$ cat config.mk
export PLATFORM = sky130hd
export DESIGN_NAME = kbd_host_if
export DESIGN_NICKNAME = d
export VERILOG_FILES = /design/src/rtl/kbd_host_pkg.sv /design/src/rtl/kbd_strobe_sync.sv /design/src/rtl/kbd_host_fsm.sv /design/src/rtl/kbd_host_regs.sv /design/src/rtl/kbd_host_if.sv
export SDC_FILE = /design/constraint.sdc
export NUM_CORES = 1
export LEC_CHECK = 0
export BUFFER_PORTS_ARGS = -buffer_cell sky130_fd_sc_hd__buf_2
export CORE_MARGIN = 3
export CORE_UTILIZATION = 47
export DETAILED_ROUTE_END_ITERATION = 10
export PLACE_DENSITY = 0.78
export SYNTH_ARGS = -nofsm -noshare
export SYNTH_HDL_FRONTEND = slang
export SYNTH_SLANG_ARGS = --single-unit
$ cat constraint.sdc
create_clock -name clk -period 1.9 [get_ports clk]
set_clock_uncertainty 0.15 [all_clocks]
set_input_delay 0.38 -clock clk [delete_from_list [all_inputs] [get_ports clk]]
set_output_delay 0.38 -clock clk [all_outputs]
set_load 0.01 [all_outputs]
$ cat src/rtl/kbd_host_pkg.sv
package kbd_host_pkg;

    localparam int DATA_W   = 8;
    localparam int BIT_OBF  = 0;
    localparam int BIT_IBF  = 1;
    localparam int BIT_CD   = 3;
    localparam logic [DATA_W-1:0] GEN_FLAG_MASK = 8'hF4;

    typedef enum logic [1:0] {
        ACC_IDLE  = 2'd0,
        ACC_WRITE = 2'd1,
        ACC_READ  = 2'd2,
        ACC_HOLD  = 2'd3
    } acc_state_t;

endpackage

$ cat src/rtl/kbd_strobe_sync.sv
module kbd_strobe_sync #(
    parameter int STAGES = 2
) (
    input  logic clk,
    input  logic rst_n,
    input  logic strobe_n,
    output logic active
);
    logic [STAGES-1:0] shreg;

    generate
        if (STAGES == 1) begin : g_single
            always_ff @(posedge clk or negedge rst_n) begin
                if (!rst_n) shreg <= '0;
                else        shreg <= ~strobe_n;
            end
        end else begin : g_chain
            always_ff @(posedge clk or negedge rst_n) begin
                if (!rst_n) shreg <= '0;
                else        shreg <= {shreg[STAGES-2:0], ~strobe_n};
            end
        end
    endgenerate

    assign active = shreg[STAGES-1];
endmodule

$ cat src/rtl/kbd_host_fsm.sv
module kbd_host_fsm
    import kbd_host_pkg::*;
(
    input  logic clk,
    input  logic rst_n,
    input  logic wr_act,
    input  logic rd_act,
    output logic wr_pulse,
    output logic rd_pulse
);
    acc_state_t state_q, state_d;

    always_comb begin
        state_d = state_q;
        unique case (state_q)
            ACC_IDLE: begin
                if (wr_act)      state_d = ACC_WRITE;
                else if (rd_act) state_d = ACC_READ;
            end
            ACC_WRITE: state_d = ACC_HOLD;
            ACC_READ:  state_d = ACC_HOLD;
            ACC_HOLD: begin
                if (!wr_act && !rd_act) state_d = ACC_IDLE;
            end
            default: state_d = ACC_IDLE;
        endcase
    end

    always_ff @(posedge clk or negedge rst_n) begin
        if (!rst_n) state_q <= ACC_IDLE;
        else        state_q <= state_d;
    end

    always_comb begin
        wr_pulse = 1'b0;
        rd_pulse = 1'b0;
        unique case (state_q)
            ACC_WRITE: wr_pulse = 1'b1;
            ACC_READ:  rd_pulse = 1'b1;
            default: ;
        endcase
    end
endmodule

$ cat src/rtl/kbd_host_regs.sv
module kbd_host_regs
    import kbd_host_pkg::*;
(
    input  logic              clk,
    input  logic              rst_n,
    input  logic              wr_pulse,
    input  logic              rd_pulse,
    input  logic              host_sel_cmd,
    input  logic [DATA_W-1:0] host_din,
    input  logic [DATA_W-1:0] cpu_wdata,
    input  logic              cpu_odata_we,
    input  logic              cpu_flags_we,
    input  logic              cpu_idata_re,
    input  logic              cpu_obf_clr,
    input  logic              cfg_irq_en,
    input  logic              cfg_auto_clr,
    output logic [DATA_W-1:0] idata,
    output logic [DATA_W-1:0] odata,
    output logic [DATA_W-1:0] status,
    output logic              kirq
);
    logic              ibf_q, obf_q, cd_q, kirq_q;
    logic [DATA_W-1:0] gflags_q;
    logic              auto_clear;

    assign auto_clear = rd_pulse && !host_sel_cmd && cfg_auto_clr;

    // input side: host write has priority over the CPU acknowledge
    always_ff @(posedge clk or negedge rst_n) begin
        if (!rst_n) begin
            idata <= '0;
            ibf_q <= 1'b0;
            cd_q  <= 1'b0;
        end else if (wr_pulse) begin
            idata <= host_din;
            ibf_q <= 1'b1;
            cd_q  <= host_sel_cmd;
        end else if (cpu_idata_re) begin
            ibf_q <= 1'b0;
        end
    end

    // output side: CPU load has priority over any clear
    always_ff @(posedge clk or negedge rst_n) begin
        if (!rst_n) begin
            odata  <= '0;
            obf_q  <= 1'b0;
            kirq_q <= 1'b0;
        end else if (cpu_odata_we) begin
            odata  <= cpu_wdata;
            obf_q  <= 1'b1;
            kirq_q <= cfg_irq_en;
        end else if (cpu_obf_clr || auto_clear) begin
            obf_q  <= 1'b0;
            kirq_q <= 1'b0;
        end
    end

    always_ff @(posedge clk or negedge rst_n) begin
        if (!rst_n)            gflags_q <= '0;
        else if (cpu_flags_we) gflags_q <= cpu_wdata & GEN_FLAG_MASK;
    end

    always_comb begin
        status          = gflags_q;
        status[BIT_OBF] = obf_q;
        status[BIT_IBF] = ibf_q;
        status[BIT_CD]  = cd_q;
    end

    assign kirq = kirq_q;
endmodule

$ cat src/rtl/kbd_host_if.sv
module kbd_host_if
    import kbd_host_pkg::*;
#(
    parameter int SYNC_STAGES = 2
) (
    input  logic              clk,
    input  logic              rst_n,
    input  logic              host_iow_n,
    input  logic              host_ior_n,
    input  logic              host_sel_cmd,
    input  logic [DATA_W-1:0] host_din,
    output logic [DATA_W-1:0] host_dout,
    output logic              host_doe,
    input  logic [DATA_W-1:0] cpu_wdata,
    input  logic              cpu_odata_we,
    input  logic              cpu_flags_we,
    input  logic              cpu_idata_re,
    input  logic              cpu_obf_clr,
    output logic [DATA_W-1:0] cpu_idata,
    output logic [DATA_W-1:0] cpu_status,
    input  logic              cfg_irq_en,
    input  logic              cfg_auto_clr,
    output logic              kirq
);
    logic              wr_act, rd_act;
    logic              wr_pulse, rd_pulse;
    logic [DATA_W-1:0] odata, status;

    kbd_strobe_sync #(.STAGES(SYNC_STAGES)) u_sync_wr (
        .clk(clk), .rst_n(rst_n), .strobe_n(host_iow_n), .active(wr_act)
    );
    kbd_strobe_sync #(.STAGES(SYNC_STAGES)) u_sync_rd (
        .clk(clk), .rst_n(rst_n), .strobe_n(host_ior_n), .active(rd_act)
    );

    kbd_host_fsm u_fsm (
        .clk(clk), .rst_n(rst_n), .wr_act(wr_act), .rd_act(rd_act),
        .wr_pulse(wr_pulse), .rd_pulse(rd_pulse)
    );

    kbd_host_regs u_regs (
        .clk(clk), .rst_n(rst_n),
        .wr_pulse(wr_pulse), .rd_pulse(rd_pulse),
        .host_sel_cmd(host_sel_cmd), .host_din(host_din),
        .cpu_wdata(cpu_wdata), .cpu_odata_we(cpu_odata_we),
        .cpu_flags_we(cpu_flags_we), .cpu_idata_re(cpu_idata_re),
        .cpu_obf_clr(cpu_obf_clr),
        .cfg_irq_en(cfg_irq_en), .cfg_auto_clr(cfg_auto_clr),
        .idata(cpu_idata), .odata(odata), .status(status), .kirq(kirq)
    );

    assign host_dout  = host_sel_cmd ? status : odata;
    assign host_doe   = ~host_ior_n;
    assign cpu_status = status;
endmodule

==> impl_metrics.json, run 1 <==
{
  "status": "complete, no violations",
  "grt_pass1_wl_mm": 4.257,
  "syn_inst": 90,
  "crit_arrival_ns": 1.74,
  "ys_seq_area_share_pct": 58.16,
  "grt_pass1_vias": 953,
  "postPlaceCellArea_um2": 1592,
  "place.gp.congestion": 0.6716,
  "drtPass1Iterations": 2,
  "grtUsageTotal_pct": 16.93,
  "rsz0062_at_grt": "false",
  "synth.area.top_cells": "dfrtp_1 (58%), mux2_2 (25%), ha_1 (4.7%)",
  "antenna_left": 0,
  "p_total_mw": 2.051,
  "clkLatencyLatePin_ns": 0.33,
  "numCtsBuffers": 5,
  "dpl_worst_slack_ns": 0.2280,
  "synth_top_area_share_pct": 58.16,
  "detailroute.via_count": 892,
  "overflow": 0,
  "finalCritPeriodShare_pct": 88.28,
  "final_area_um2": 1658,
  "hold_buffers": 1,
  "ys_async_sr_fraction_pct": 100.0,
  "routedWlPerCell_um": 14.52,
  "cp.required_ns": 1.96,
  "start_util_pct": 51.50,
  "cts_sinks": 31,
  "drive_above_1_share_pct": 63.19,
  "io_pins": 53,
  "p_leak_nw": 0.8436,
  "drv_slew": 0,
  "power_density_nw_per_um2": 1237,
  "avgSynthCellArea_um2": 14.82,
  "htree_num_levels": 2,
  "cts_resized": 0,
  "core_area_um2": 2590,
  "clockBufferDepth": 2,
  "yosys_warnings": 0,
  "die_area_um2": 3513,
  "fin_crit_ns": 1.677,
  "slew_headroom_pct": 55.55,
  "drc": 0,
  "hold_path.class": "in2reg",
  "yosysUniqueCellTypes": 15,
  "synth_nets": 122,
  "hpwl_mm": 1.867,
  "cp-end-kind": "register",
  "drt_iter0_markers": 18,
  "setup_slack_ns": 0.2227,
  "multiInputGateArea_um2": 495.5,
  "setup_viol_count_final": 0,
  "antenna_found_initial": 0,
  "tightest_slew_ns": 0.6668,
  "met3_usage_pct": 5.011,
  "dp_cells": 166,
  "antennaDiodeCount": 0,
  "synth.ff_latch_count": 31,
  "fillCellCount": 210,
  "timing.fmax_ghz": 0.5962,
  "post-cts-setup-buffers": 0,
  "syn-cell-area_um2": 1334,
  "ff_latch_area_um2": 775.7,
  "finalHoldViolCount": 0,
  "area_growth_pct": 24.30,
  "synth_most_common_cell": "dfrtp_1",
  "synth_edf_count": 0,
  "cts_root_buf": "clkbuf_4",
  "nets": 176,
  "cts_tree": "done",
  "instances_no_fill": 174,
  "die_h_um": 59.27,
  "worstSetupPathType": "reg2reg",
  "dieWidth_um": 59.27,
  "busiest_layer": "met2",
  "port_buffers": 52,
  "vdd_drop_max_uv": 817.2,
  "fin_setup_tns_ns": 0,
  "viasPerCell": 5.126,
  "core.rowCount": 18,
  "grtUsageMet1_pct": 17.66,
  "synth-main-ff-cell": "dfrtp_1",
  "wl_mm": 2.527,
  "startpoint_type": "register",
  "grt_start_max_net_pins": 32,
  "synth_common_cells": "dfrtp_1 (31), mux2_2 (30), inv_1 (6)",
  "clk_pin_slew_worst_paths_ns": 0.09,
  "path_max_fanout": 10,
  "drv_cap": 0,
  "globalRouteMet2Util_pct": 29.80,
  "synth_largest_area_cell": "dfrtp_1"
}
==> path summary, 6_finish.rpt <==
check | start | end | slack [ns] | depth (start not counted)
max | u_fsm.state_q[1]$_DFFE_PN0P_ | u_regs.idata[7]$_DFFE_PN0P_ | 0.22 | 3
min | host_iow_n | u_sync_wr.shreg[0]$_DFF_PN0_ | 0.04 | 2
max reg2reg | u_fsm.state_q[1]$_DFFE_PN0P_ | u_regs.idata[7]$_DFFE_PN0P_ | 0.22 | 3
min reg2reg | u_sync_wr.shreg[0]$_DFF_PN0_ | u_sync_wr.shreg[1]$_DFF_PN0_ | 0.21 | 0
max in group asynchronous | rst_n | u_regs.idata[7]$_DFFE_PN0P_ | 0.70 | 2
min in group asynchronous | rst_n | u_fsm.state_q[1]$_DFFE_PN0P_ | 0.46 | 2
==> layer usage <==
layer / wire (um) / share of wire [%]
met4: 32 / 1.3
met3: 250 / 9.9
met2: 1276 / 50
met5: 0 / 0
met1: 967 / 38
==> final cells by class <==
class | instances | share of cell area, %
Clock buffer | 6 | 3.094
Clock inverter | 1 | 0.3019
Inverter | 6 | 1.358
Multi-Input combinational cell | 47 | 29.89
Sequential cell | 31 | 46.79
Tap cell | 30 | 2.264
Timing Repair Buffer | 53 | 16.30
==> flip-flops by register name, indices dropped and copies added, names as in the netlist <==
| name | cells |
|---|---|
| u_sync_wr.shreg | 2 |
| u_sync_rd.shreg | 2 |
| u_regs.obf_q | 1 |
| u_regs.idata | 8 |
| u_regs.kirq | 1 |
| u_regs.ibf_q | 1 |
| u_regs.odata | 8 |
| u_fsm.state_q | 2 |
| u_regs.cd_q | 1 |
| u_regs.gflags_q | 5 |
==> worst max-delay path: stages (launching register included) <==
cell and delay (ns):
dfrtp_1 0.41, inv_1 0.13, ha_1 0.47, mux2_2 0.40
==> kinds of logic after synthesis <==
family | after synthesis | synth area share (%)
flops | 31 | 58.16
buf+inv | 12 | 4.690
fa+ha+maj | 5 | 4.690
mux | 34 | 28.61
compound gates | 5 | 2.626
simple gates | 3 | 1.220
==> power by group <==
| group | internal, mW | switching [mW] | leakage [nW] |
|---|---|---|---|
| sequential | 0.831 | 0.0960 | 0.363 |
| clock | 0.171 | 0.213 | 0.0341 |
| combinational | 0.390 | 0.350 | 0.446 |
| total | 1.39 | 0.659 | 0.844 |
==> layout by cell type (no fill, tap or decap), drive strengths merged <==
master / n
buf: 52
mux2: 30
dlygate4sd3: 1
a22o: 1
nor2b: 1
a31oi: 1
a21o: 2
nor2: 1
clkinv: 1
inv: 6
mux2i: 4
o21ai: 1
nand2: 1
clkbuf: 6
ha: 5
dfrtp: 31
==> per-stage QoR <==
step / hold WS (ns) / util [%]
4_1_cts: 0.02326 / 64.01
3_3_place_gp: 0.1875 / 61.45
3_5_place_dp: 0.1873 / 61.45
5_1_grt: 0.01276 / 64.01
2_1_floorplan: -0.06559 / -
6_report: 0.03653 / 64.01
(Power assumes the default switching activity.)
==> inputs of run 2 (changes only) <==
- REMOVE_ABC_BUFFERS: default -> 1
- clock period: 1.9 -> 1.7 ns (I/O delays scaled with it)
==> run 2 against run 1 <==
Highest routed layer unchanged. Clock-buffer cell count unchanged. Die area unchanged. Global-route usage up 0.75 points.
==> impl_metrics.json, run 2 (synthesis gave the netlist of run 1 again) <==
{
  "cts_root_buf": "clkbuf_4",
  "overflow": 0,
  "drv_cap": 0,
  "start_util_pct": 51.50,
  "crit_cells": 2,
  "dpl_worst_slack_ns": 0.1310,
  "drive_above_1_share_pct": 63.01,
  "nets": 178,
  "setup_viol_count_final": 0,
  "fillCellCount": 184,
  "setup_slack_ns": 0.08213,
  "clkLatencyLatePin_ns": 0.32,
  "fin_crit_ns": 1.618,
  "p_leak_nw": 0.8530,
  "final_core_util_pct": 64.69,
  "dp_cells": 167,
  "worstSetupPathType": "reg2out",
  "cp-end-kind": "output port",
  "cp.required_ns": 1.21,
  "antenna_found_initial": 0,
  "grt_pass1_wl_mm": 4.478,
  "p_total_mw": 2.317,
  "antennaDiodeCount": 0,
  "numCtsBuffers": 5,
  "reg_top3": "u_regs.idata: 8 flops, u_regs.odata: 8 flops, u_regs.gflags_q: 5 flops",
  "slew_headroom_pct": 54.88,
  "rsz0062_at_grt": "false",
  "worst_hold_slack_ns": 0.01098,
  "grt_pass1_vias": 985,
  "tightest_slew_ns": 0.6768,
  "instances_no_fill": 176,
  "vdd_drop_max_uv": 896.7,
  "slowest_delay_ns": 0.41,
  "hpwl_mm": 2.054,
  "final_area_um2": 1675,
  "grt_start_max_net_pins": 32,
  "path_max_fanout": 3,
  "dieWidth_um": 59.27,
  "power_density_nw_per_um2": 1383,
  "grtUsageTotal_pct": 17.68,
  "whs_path_depth": 2,
  "port_buffers": 52,
  "startpoint_type": "register",
  "routedWlPerCell_um": 15.15,
  "core.rowCount": 18,
  "finalCritPeriodShare_pct": 95.17,
  "drtPass1Iterations": 2,
  "finalHoldViolCount": 0,
  "die_h_um": 59.27,
  "drt_iter0_markers": 26,
  "core_area_um2": 2590,
  "timing.fmax_ghz": 0.6181,
  "ff_latch_area_um2": 775.7,
  "critPathTopFamily": "flip-flops",
  "status": "complete, no violations",
  "area_growth_pct": 25.61,
  "antenna_left": 0,
  "io_pins": 53,
  "critPathBufInv": 1,
  "detailroute.via_count": 887,
  "r2r_cells": 4,
  "viasPerCell": 5.040,
  "clockBufferDepth": 2,
  "hold_path.class": "in2reg",
  "htree_num_levels": 2,
  "cts_sinks": 31,
  "postPlaceCellArea_um2": 1599,
  "place.gp.congestion": 0.6843,
  "crit_path_cell_trace": "mux2_2, buf_2",
  "clk_pin_slew_worst_paths_ns": 0.09,
  "cts_tree": "done",
  "wl_mm": 2.666,
  "drv_slew": 0,
  "final_common_cell": "buf_2",
  "multiInputGateArea_um2": 495.5,
  "cts_resized": 0,
  "fin_setup_tns_ns": 0,
  "die_area_um2": 3513,
  "final_cell_mix": "buf_2 (52), dfrtp_1 (31), mux2_2 (30), inv_1 (6)",
  "crit_arrival_ns": 1.13,
  "drc": 0,
  "slowest_stage": "dfrtp_1"
}
run 2: path summary, 6_finish.rpt:
check | from | to | slack (ns)
max in group asynchronous | rst_n | u_regs.idata[1]$_DFFE_PN0P_ | 0.53
min | host_ior_n | u_sync_rd.shreg[0]$_DFF_PN0_ | 0.01
min reg2reg | u_sync_wr.shreg[0]$_DFF_PN0_ | u_sync_wr.shreg[1]$_DFF_PN0_ | 0.21
max | u_regs.obf_q$_DFFE_PN0P_ | host_dout[0] | 0.08
max reg2reg | u_fsm.state_q[1]$_DFFE_PN0P_ | u_regs.idata[3]$_DFFE_PN0P_ | 0.20
min in group asynchronous | rst_n | u_regs.gflags_q[6]$_DFFE_PN0P_ | 0.44
run 2: cell type report:
cell class                      count  share of cell area (%)
Tap cell                           30                   2.240
Sequential cell                    31                   46.30
Clock buffer                        6                   3.062
Inverter                            6                   1.344
Clock inverter                      1                  0.2987
Timing Repair Buffer               55                   17.18
Multi-Input combinational cell     47                   29.57
run 2: power by group:
group | switching [mW] | internal (mW) | total, mW
logic | 0.412 | 0.445 | 0.856
registers | 0.110 | 0.929 | 1.04
clock network | 0.230 | 0.191 | 0.421
total | 0.751 | 1.57 | 2.32
run 2: what timing repair did:
action	4_1_cts	5_1_grt
buffers inserted	0	0
hold buffers	2	0
endpoints found under the hold margin	32	0
run 2: routing by layer:
layer	global-route usage (%)	vias up	wire, um
met5	0	-	0
met4	5.825	0	27
met3	6.972	4	249
met2	31.67	37	1432
met1	18.71	432	956
li1	-	414	-
run 2: worst register-to-register path, cell delays in order (launching register included):
cell and delay [ns]:
dfrtp_1 0.41, inv_1 0.13, ha_1 0.17, buf_4 0.18, mux2_2 0.35
